### config.mk
export PLATFORM = sky130hd
export DESIGN_NAME = pfail_guard
export DESIGN_NICKNAME = d
export VERILOG_FILES = /design/src/rtl/pfg_pkg.sv /design/src/rtl/pfg_sync.sv /design/src/rtl/pfg_delay.sv /design/src/rtl/pfg_recov_timer.sv /design/src/rtl/pfail_guard.sv
export SDC_FILE = /design/constraint.sdc
export NUM_CORES = 1
export LEC_CHECK = 0
export BUFFER_PORTS_ARGS = -buffer_cell sky130_fd_sc_hd__buf_2
export CAP_MARGIN = 20
export CORE_MARGIN = 2
export CORE_UTILIZATION = 30
export CTS_CLUSTER_DIAMETER = 30
export CTS_CLUSTER_SIZE = 28
export DETAILED_ROUTE_END_ITERATION = 10
export PLACE_DENSITY = 0.44
export SLEW_MARGIN = 10
export SYNTH_ARGS = -nofsm -noshare
export SYNTH_HDL_FRONTEND = slang
export SYNTH_SLANG_ARGS = --single-unit
### constraint.sdc
create_clock -name clk -period 2 [get_ports clk]
set_input_delay 0.5 -clock clk [delete_from_list [all_inputs] [get_ports clk]]
set_output_delay 0.5 -clock clk [all_outputs]
set_load 0.05 [all_outputs]
### src/rtl/pfg_pkg.sv
package pfg_pkg;
  typedef enum logic [1:0] {
    ST_NORMAL  = 2'd0,
    ST_PROTECT = 2'd1,
    ST_BATTERY = 2'd2,
    ST_RECOVER = 2'd3
  } pfg_state_t;

  localparam int unsigned FLAG_OK   = 0;
  localparam int unsigned FLAG_LIVE = 1;
  localparam int unsigned NUM_FLAGS = 2;
endpackage

### src/rtl/pfg_sync.sv
module pfg_sync #(
  parameter int unsigned WIDTH  = 2,
  parameter int unsigned STAGES = 2,
  parameter logic [WIDTH-1:0] RST_VAL = '0
) (
  input  logic             clk,
  input  logic             rst_n,
  input  logic [WIDTH-1:0] d_async,
  output logic [WIDTH-1:0] q_sync
);
  logic [WIDTH-1:0] pipe [STAGES];

  always_ff @(posedge clk or negedge rst_n) begin
    if (!rst_n) pipe[0] <= RST_VAL;
    else        pipe[0] <= d_async;
  end

  for (genvar s = 1; s < STAGES; s++) begin : g_stage
    always_ff @(posedge clk or negedge rst_n) begin
      if (!rst_n) pipe[s] <= RST_VAL;
      else        pipe[s] <= pipe[s-1];
    end
  end

  assign q_sync = pipe[STAGES-1];
endmodule

### src/rtl/pfg_delay.sv
module pfg_delay #(
  parameter int unsigned DEPTH = 0,
  parameter logic        RST_VAL = 1'b0
) (
  input  logic clk,
  input  logic rst_n,
  input  logic d,
  output logic q
);
  if (DEPTH == 0) begin : g_bypass
    assign q = d;
  end else begin : g_shift
    logic [DEPTH-1:0] sr;
    always_ff @(posedge clk or negedge rst_n) begin
      if (!rst_n) sr <= {DEPTH{RST_VAL}};
      else if (DEPTH == 1) sr[0] <= d;
      else sr <= {sr[DEPTH-2:0], d};
    end
    assign q = sr[DEPTH-1];
  end
endmodule

### src/rtl/pfg_recov_timer.sv
module pfg_recov_timer #(
  parameter int unsigned COUNT = 100000
) (
  input  logic clk,
  input  logic rst_n,
  input  logic run,
  output logic done
);
  localparam int unsigned CW = (COUNT > 1) ? $clog2(COUNT) : 1;
  localparam logic [CW-1:0] LAST = CW'(COUNT - 1);

  logic [CW-1:0] cnt;

  always_ff @(posedge clk or negedge rst_n) begin
    if (!rst_n)           cnt <= '0;
    else if (!run)        cnt <= '0;
    else if (cnt != LAST) cnt <= cnt + 1'b1;
  end

  assign done = run && (cnt == LAST);
endmodule

### src/rtl/pfail_guard.sv
module pfail_guard
  import pfg_pkg::*;
#(
  parameter int unsigned SYNC_STAGES = 2,
  parameter int unsigned PROT_LAT    = 0,
  parameter int unsigned RECOV_CYC   = 100000
) (
  input  logic clk,
  input  logic rst_n,
  input  logic sup_ok_raw,
  input  logic sup_live_raw,
  input  logic host_ce_n,
  input  logic host_we_n,
  input  logic host_oe_n,
  output logic mem_ce_n,
  output logic mem_we_n,
  output logic dq_oe,
  output logic batt_sel,
  output logic mem_ready
);
  localparam logic [NUM_FLAGS-1:0] SYNC_RST = NUM_FLAGS'(1) << FLAG_LIVE;

  logic [NUM_FLAGS-1:0] flags_raw;
  logic [NUM_FLAGS-1:0] flags_s;
  logic                 ok_lat;
  logic                 live_s;
  logic                 rec_done;
  logic                 armed_q;
  logic                 pass;
  pfg_state_t           state_q;
  pfg_state_t           state_d;

  assign flags_raw[FLAG_OK]   = sup_ok_raw;
  assign flags_raw[FLAG_LIVE] = sup_live_raw;

  pfg_sync #(
    .WIDTH  (NUM_FLAGS),
    .STAGES (SYNC_STAGES),
    .RST_VAL(SYNC_RST)
  ) u_sync (
    .clk    (clk),
    .rst_n  (rst_n),
    .d_async(flags_raw),
    .q_sync (flags_s)
  );

  pfg_delay #(
    .DEPTH  (PROT_LAT),
    .RST_VAL(1'b0)
  ) u_lat (
    .clk  (clk),
    .rst_n(rst_n),
    .d    (flags_s[FLAG_OK]),
    .q    (ok_lat)
  );

  assign live_s = flags_s[FLAG_LIVE];

  pfg_recov_timer #(
    .COUNT(RECOV_CYC)
  ) u_timer (
    .clk  (clk),
    .rst_n(rst_n),
    .run  (state_q == ST_RECOVER),
    .done (rec_done)
  );

  always_comb begin
    state_d = state_q;
    unique case (state_q)
      ST_NORMAL:  if (!ok_lat) state_d = ST_PROTECT;
      ST_PROTECT: begin
        if (!live_s)     state_d = ST_BATTERY;
        else if (ok_lat) state_d = ST_RECOVER;
      end
      ST_BATTERY: if (live_s) state_d = ST_PROTECT;
      ST_RECOVER: begin
        if (!ok_lat)       state_d = ST_PROTECT;
        else if (rec_done) state_d = ST_NORMAL;
      end
      default: state_d = ST_PROTECT;
    endcase
  end

  always_ff @(posedge clk or negedge rst_n) begin
    if (!rst_n) state_q <= ST_PROTECT;
    else        state_q <= state_d;
  end

  // Arm only after chip enable has been seen released inside normal.
  always_ff @(posedge clk or negedge rst_n) begin
    if (!rst_n)                   armed_q <= 1'b0;
    else if (state_q != ST_NORMAL) armed_q <= 1'b0;
    else if (host_ce_n)           armed_q <= 1'b1;
  end

  assign pass      = (state_q == ST_NORMAL) && armed_q;
  assign mem_ce_n  = !(pass && !host_ce_n);
  assign mem_we_n  = !(pass && !host_ce_n && !host_we_n);
  assign dq_oe     = pass && !host_ce_n && !host_oe_n && host_we_n;
  assign batt_sel  = (state_q == ST_BATTERY);
  assign mem_ready = (state_q == ST_NORMAL);
endmodule

==> parameters.txt, run 1 <==
Parameter                              Value

Run status
  Outcome ... completed

Synth
  Number of synthesized register bits ... 24
  Number of flops mapped to enable cells by yosys ... 0
  Mux cell area share after synthesis ... 0%
  Average cell area after synthesis ... 9.95 um^2
  Asr flop ratio synth ... 100%
  Synth Area in Adders ... 1.03%
  Sequential cell area fraction in the yosys report ... 49.8%
  Complex-gate fraction of the synthesized area ... 11.6%
  Fraction of synthesized cell area in xor and xnor cells ... 5.77%
  Number of instances in the synthesized netlist ... 122
  Post-synthesis instance area ... 1210 um^2
  Primary flip-flop cell chosen by synthesis mapping ... dfrtp_1
  Net Count, Synth ... 130
  Portion of synthesized cell area occupied by the leading cell type ... 43.3%
  Largest family of logic cells by synthesized area ... simple AND/OR/NAND/NOR gates
  Top cells by area, synth ... dfrtp_1, dfstp_2, nor2_1, xor2_1, nand2_1
  Post-synthesis share of cell area spent on and, or, nand and nor gates ... 29.3%
  Warning count from the yosys run ... 0
  Dominant cell type by area after synthesis ... dfrtp_1
  Synth unique cells ... 38

Setup path
  Largest fanout of any net on the critical path ... 3
  Worst EP required ... 1.50 ns
  Setup crit start kind ... flop
  Element type at the critical path end ... output pin
  CP Data Arrival Time ... 1.42 ns
  Category of the critical setup timing path ... flop to output pin

Floorplan
  Core region area ... 3940 um^2
  Initial Util ... 30.8%
  Number of primary I/O pins ... 12
  Count of standard-cell rows ... 23
  Area enclosed by the die boundary ... 4570 um^2
  Horiz. Die Dim ... 67.6 um
  Die boundary height ... 67.6 um

CTS
  Buffer cell driving the clock tree root ... clkbuf_8
  # H-tree levels ... 1
  Hold buffer count at cts ... 0
  CTS Buf Count ... 3
  Clock insertion delay at the later pin of the skew report ... 0.27 ns
  Post-CTS clock slew at the launch and capture registers of the worst setup and hold paths ... 0.09 ns
  CTS Sinks ... 24
  Clock tree from TritonCTS ... built
  Max Root-Sink Buffers ... 2

Timing
  Total Neg Setup Slack ... 0 ns
  Worst slew margin relative to its limit ... 63.7%
  Setup Viol. Count Final ... 0
  Final critical-path share of the clock period ... 95.9%
  Clock skew after layout ... 0.00240 ns
  Final hold viol count ... 0
  Final critical path time including I/O delays and setup ... 1.92 ns
  Setup repair after global routing missed its margin ... no
  Final max-slew violation count ... 0
  Worst slew pin tran ... 0.544 ns
  Fmax achieved ... 0.521 GHz

Global routing
  Largest net degree at the start of global routing ... 25
  Via count of the first global-routing pass ... 902
  Gr ovfl total ... 0
  Global Route Usage Sum ... 12.3%
  Wire length of the first global-routing pass ... 4.25 mm
  Initial antenna violation count ... 0

Pwr
  Net Sw Power ... 456 uW
  Share of total power in sequential cells ... 45.6%
  Part of the total power dissipated in combinational logic ... 28.9%
  Largest vdd supply drop ... 0.366 mV
  Switching part of the total power ... 34.9%
  Areal power density over the cells ... 923 nW/um^2
  Final Total Pwr ... 1.31 mW
  Leak pwr ... 0.598 nW
  Clock network fraction of total power ... 25.5%
  Internal power component ... 852 uW

Cells and area
  Most frequent cells in the layout ... dfrtp_1, nor2_1, nand2_1, buf_2, a21oi_1
  Multi-input gate area ... 598 um^2
  Nets ... 145
  Most common cell after layout, fill and taps aside ... dfrtp_1
  Area used by sequential logic in the layout ... 606 um^2
  Layout Area Growth over Synthesis ... 16.7%
  Fraction of final layout cells with drive strength greater than 1 ... 22.1%
  Final Cell Area ... 1420 um^2
  Number of diodes ... 0
  Number of filler instances in the final layout ... 392

Place
  Routability congestion estimate from global placement ... 0.767
  Count of port buffers added during placement ... 11
  Estimated wirelength of the detail-placed design ... 1.83 mm
  Instance area after placement ... 1340 um^2

Route
  Detailed router's first-iteration violation count ... 29
  Wirelength, routed ... 2.45 mm
  Vias after detailed routing ... 928
  Average via count per standard cell ... 4.99
  Number of nets with antenna violations after detailed routing ... 0
  Number of detailed-route iterations in the first pass ... 4
  Post-detailed-route wirelength per cell ... 13.2 um
  Remaining routing DRC violations ... 0

Job
  Total of max-cap violations ... 0

Min path
  Path type of the worst min-delay path ... input port to asynchronous set/reset pin
## cells in the mapped netlist, drive strengths merged, types with 2 or more instances
library cell  instances
and2                  2
o21ai                 4
dfrtp                21
xnor2                 3
dfstp                 3
nor3                  5
and3                  3
buf                   3
nor3b                 2
a31o                  2
nand4                 5
nor2b                 2
and4bb                2
a21oi                 7
o211ai                2
nand2                11
xor2                  5
inv                   3
nand3                 6
and4                  4
nor2                 15
## sequential cells by signal, indices dropped and copies added (netlist names)
name,count
u_sync.q_sync,2
armed_q,1
state_q,2
u_timer.cnt,17
u_sync.pipe,2
## worst paths after layout
path                                     start               end  slack, ns  depth (start not counted)
worst max-delay path                state_q[1]          mem_we_n       0.08                          4
worst min-delay path                     rst_n    u_timer.cnt[2]       0.21                          1
worst max register to register  u_timer.cnt[0]   u_timer.cnt[16]       0.42                          5
worst min register to register  u_sync.pipe[2]  u_sync.q_sync[0]       0.36                          0
max in group asynchronous                rst_n        state_q[1]       1.40                          1
min in group clk                  sup_live_raw    u_sync.pipe[3]       0.32                          1
## logic make-up after synthesis
| group | Yosys count |
|---|---|
| simple gates | 60 |
| flops | 24 |
| compound gates | 22 |
| xor+xnor | 8 |
| buf+inv | 7 |
| fa+ha+maj | 1 |
## power groups by stage
stage	combinational, mW	clock, mW	sequential (mW)
5_1_grt	0.432	0.369	0.604
6_report	0.378	0.333	0.596
3_5_place_dp	0.338	0	0.622
3_3_place_gp	0.332	0	0.614
2_1_floorplan	0.279	0	0.590
4_1_cts	0.340	0.351	0.614
## repair_timing
action / CTS / global route
pin swaps: 0 / 1
setup endpoints to repair: 1 / 2
setup buffers: 0 / 2
gates resized for setup: 2 / 1
## per-stage QoR
step / setup WS (ns) / hold WS, ns / utilization, % / instances
floorplan: -0.471 / 0.204 / - / 122
global placement: 0.193 / 0.341 / 34.0 / 180
detailed placement: 0.162 / 0.340 / 34.0 / 180
CTS: 0.00165 / 0.231 / 35.4 / 184
global route: 0.0104 / 0.239 / 35.9 / 186
finish: 0.0823 / 0.211 / 35.9 / 186
## critical path: stages (launching register included)
cell and delay [ns]:
dfrtp_2 0.43, nor2_4 0.09, nand3b_1 0.15, or2_2 0.32, buf_6 0.16
## cell type report
class | count | area share, %
Sequential cell | 24 | 42.8
Multi-Input combinational cell | 91 | 42.2
Timing Repair Buffer | 14 | 5.92
Tap cell | 50 | 4.42
Clock buffer | 4 | 3.89
Inverter | 3 | 0.795
## per-layer routing
layer / routed length (um) / GRT usage [%] / up-vias
met1: 1280 / 17.6 / 451
met2: 1060 / 17.9 / 9
li1: - / - / 463
met4: 46 / 5.36 / 0
met3: 54 / 2.50 / 5
met5: 0 / 0 / -
No activity file was read; power rests on OpenSTA's default activity.
==> run 2: changes to the inputs <==
--- a/config.mk
+++ b/config.mk
@@ -12,7 +12,7 @@
 export CTS_CLUSTER_DIAMETER = 30
 export CTS_CLUSTER_SIZE = 28
 export DETAILED_ROUTE_END_ITERATION = 10
-export PLACE_DENSITY = 0.44
+export PLACE_DENSITY = 0.46
 export SLEW_MARGIN = 10
 export SYNTH_ARGS = -nofsm -noshare
 export SYNTH_HDL_FRONTEND = slang
==> constraint.sdc (replaced) <==
create_clock -name clk -period 1.58 [get_ports clk]
set_input_delay 0.395 -clock clk [delete_from_list [all_inputs] [get_ports clk]]
set_output_delay 0.395 -clock clk [all_outputs]
set_load 0.05 [all_outputs]
==> run 2 against run 1 <==
Compared with the run above: the flow now finishes with violations (negative setup slack); critical endpoint unchanged; power up 44%; setup slack worse by 0.25 ns; worst hold slack worse by 0.12 ns; critical path type unchanged; flip-flop and latch count unchanged; highest routed layer unchanged; die area unchanged; routed wire length up 5.6%.
==> parameters.txt, run 2 (synthesis gave the netlist of run 1 again) <==
Parameter                              Value

Run status
  Outcome ... complete, but fails checks
  Violated checks ... negative setup slack

Setup path
  R2R Path End ... u_timer.cnt[14]
  Largest fanout of any net on the critical path ... 3 (unchanged)
  CP Data Arrival Time ... 1.36 ns (-0.06 ns)
  Setup crit start kind ... flop
  Slack of the worst reg-to-reg path ... 0.11 ns (-0.31 ns)
  Reg-to-reg critical path startpoint ... u_timer.cnt[1]
  Category of the critical setup timing path ... flop to output pin
  Worst reg-to-reg path cell count ... 6 (+1)
  Element type at the critical path end ... output pin
  Worst EP required ... 1.18 ns (-0.32 ns)

Cells and area
  Fraction of final layout cells with drive strength greater than 1 ... 28.5% (+6.4 points)
  Nets ... 153 (+5.5%)
  Area used by sequential logic in the layout ... 604 um^2 (-0.21%)
  Share of the core filled with cells ... 38.7% (+2.8 points)
  Number of filler instances in the final layout ... 400 (+2.0%)
  Most frequent cells in the layout ... dfrtp_1, nor2_1, nand2_1, buf_4, buf_2
  Layout Area Growth over Synthesis ... 25.8%
  Number of diodes ... 0 (unchanged)
  Largest Register ... u_timer.cnt
  Flip-flop count of the largest register, all copies and words added ... 17 (unchanged)
  Multi-input gate area ... 617 um^2 (+3.1%)
  Most common cell after layout, fill and taps aside ... dfrtp_1

Floorplan
  Horiz. Die Dim ... 67.6 um (unchanged)
  Count of standard-cell rows ... 23 (unchanged)
  Core region area ... 3940 um^2 (unchanged)
  Number of primary I/O pins ... 12 (unchanged)
  Area enclosed by the die boundary ... 4570 um^2 (unchanged)
  Die boundary height ... 67.6 um (unchanged)
  Initial Util ... 30.8% (unchanged)

CTS
  CTS Sinks ... 24 (unchanged)
  Buffer cell driving the clock tree root ... clkbuf_8
  # H-tree levels ... 1 (unchanged)
  Clock insertion delay at the later pin of the skew report ... 0.27 ns (about the same)
  Max Root-Sink Buffers ... 2 (unchanged)
  Clock tree from TritonCTS ... built
  Post-CTS clock slew at the launch and capture registers of the worst setup and hold paths ... 0.09 ns (about the same)
  Hold buffer count at cts ... 0 (unchanged)
  CTS Buf Count ... 3 (unchanged)

Timing
  Clock skew after layout ... 0.00801 ns (+0.00561 ns)
  Final critical path time including I/O delays and setup ... 1.75 ns
  Final max-slew violation count ... 0 (unchanged)
  Final hold slack ... 0.0943 ns (-0.117 ns)
  Worst slew margin relative to its limit ... 63.7% (about the same)
  Fmax achieved ... 0.571 GHz
  Final hold viol count ... 0 (unchanged)
  Worst slew pin tran ... 0.544 ns (+0.000212 ns)
  Min setup slack post-route ... -0.171 ns (-0.254 ns)
  Setup repair after global routing missed its margin ... yes
  Final critical-path share of the clock period ... 111%
  Setup Viol. Count Final ... 3 (+3)

Job
  Total of max-cap violations ... 0 (unchanged)

Global routing
  Gr ovfl total ... 0 (unchanged)
  Via count of the first global-routing pass ... 986 (+9.3%)
  Largest net degree at the start of global routing ... 25 (unchanged)
  Initial antenna violation count ... 0 (unchanged)
  Wire length of the first global-routing pass ... 4.49 mm (+5.7%)
  Global Route Usage Sum ... 12.9% (+0.57 points)

Min path
  Path type of the worst min-delay path ... input port to asynchronous set/reset pin

Pwr
  Part of the total power dissipated in combinational logic ... 31.9% (+3.0 points)
  Leak pwr ... 0.657 nW (+9.9%)
  Share of total power in sequential cells ... 39.1% (-6.5 points)
  Areal power density over the cells ... 1240 nW/um^2 (+34%)
  Net Sw Power ... 614 uW (+35%)
  Switching part of the total power ... 32.5% (-2.4 points)
  Clock network fraction of total power ... 29.0% (+3.5 points)
  Largest vdd supply drop ... 0.407 mV (+11%)
  Internal power component ... 1.27 mW (+50%)

Route
  Wirelength, routed ... 2.59 mm (+5.6%)
  Number of detailed-route iterations in the first pass ... 4 (unchanged)
  Detailed router's first-iteration violation count ... 46 (+59%)
  Post-detailed-route wirelength per cell ... 13.3 um (+1.2%)
  Average via count per standard cell ... 4.94 (-1.0%)
  Remaining routing DRC violations ... 0 (unchanged)
  Number of nets with antenna violations after detailed routing ... 0 (unchanged)
  Vias after detailed routing ... 958 (+3.2%)

Place
  Worst slack after detailed placement ... -0.0458 ns (-0.207 ns)
  Count of port buffers added during placement ... 11 (unchanged)
  Estimated wirelength of the detail-placed design ... 1.88 mm (+2.7%)
  Routability congestion estimate from global placement ... 0.762 (-0.65%)
-- run 2: cell type report --
type / count / area share, %
clock buffers: 3 / 2.70
clock inverters: 1 / 1.97
inverters: 3 / 0.738
multi-input cells: 91 / 40.4
flip-flops and latches: 24 / 39.6
well taps: 50 / 4.10
repair buffers: 22 / 10.5
-- run 2: metrics by stage --
step | std cells | total power, mW | TNS (ns) | instance area [um^2]
CTS | 192 | 1.88 | -0.517 | 1500
floorplan | 122 | 1.10 | -1.67 | 1240
global placement | 188 | 1.27 | -0.0186 | 1400
global route | 194 | 2.00 | -0.652 | 1530
detailed placement | 188 | 1.29 | -0.0458 | 1400
finish | 194 | 1.89 | -0.469 | 1530
-- run 2: how the worst max path moves through the flow --
stage               end  cells past startpoint       start
4_1_cts        mem_we_n                      4  state_q[1]
6_report       mem_we_n                      4  state_q[1]
3_3_place_gp   mem_we_n                      4   host_ce_n
5_1_grt        mem_we_n                      4  state_q[1]
3_5_place_dp   mem_we_n                      4   host_ce_n
2_1_floorplan     dq_oe                      4  state_q[0]
-- run 2: layer usage --
metal / wire [um] / track usage (%)
met1: 1240 / 18.5
met2: 1270 / 19.1
met3: 45 / 2.17
met4: 29 / 5.10
met5: 0 / 0
-- run 2: timing repair --
item | CTS | global route
gates resized for setup | 9 | 5
pin swaps | 1 | 1
buffers inserted | 0 | 2
endpoints found under the setup margin | 4 | 10
-- run 2: power by group through the flow --
stage	registers (mW)	clock network, mW	logic [mW]
global placement	0.746	0	0.527
floorplan	0.747	0	0.353
global route	0.747	0.579	0.673
detailed placement	0.750	0	0.542
CTS	0.740	0.558	0.577
finish	0.739	0.548	0.602
-- run 2: critical path, cell delays in order (launching register included) --
cell and delay, ns:
dfrtp_1 0.42, nor2_4 0.10, nand3b_1 0.15, or2_4 0.27, buf_6 0.15
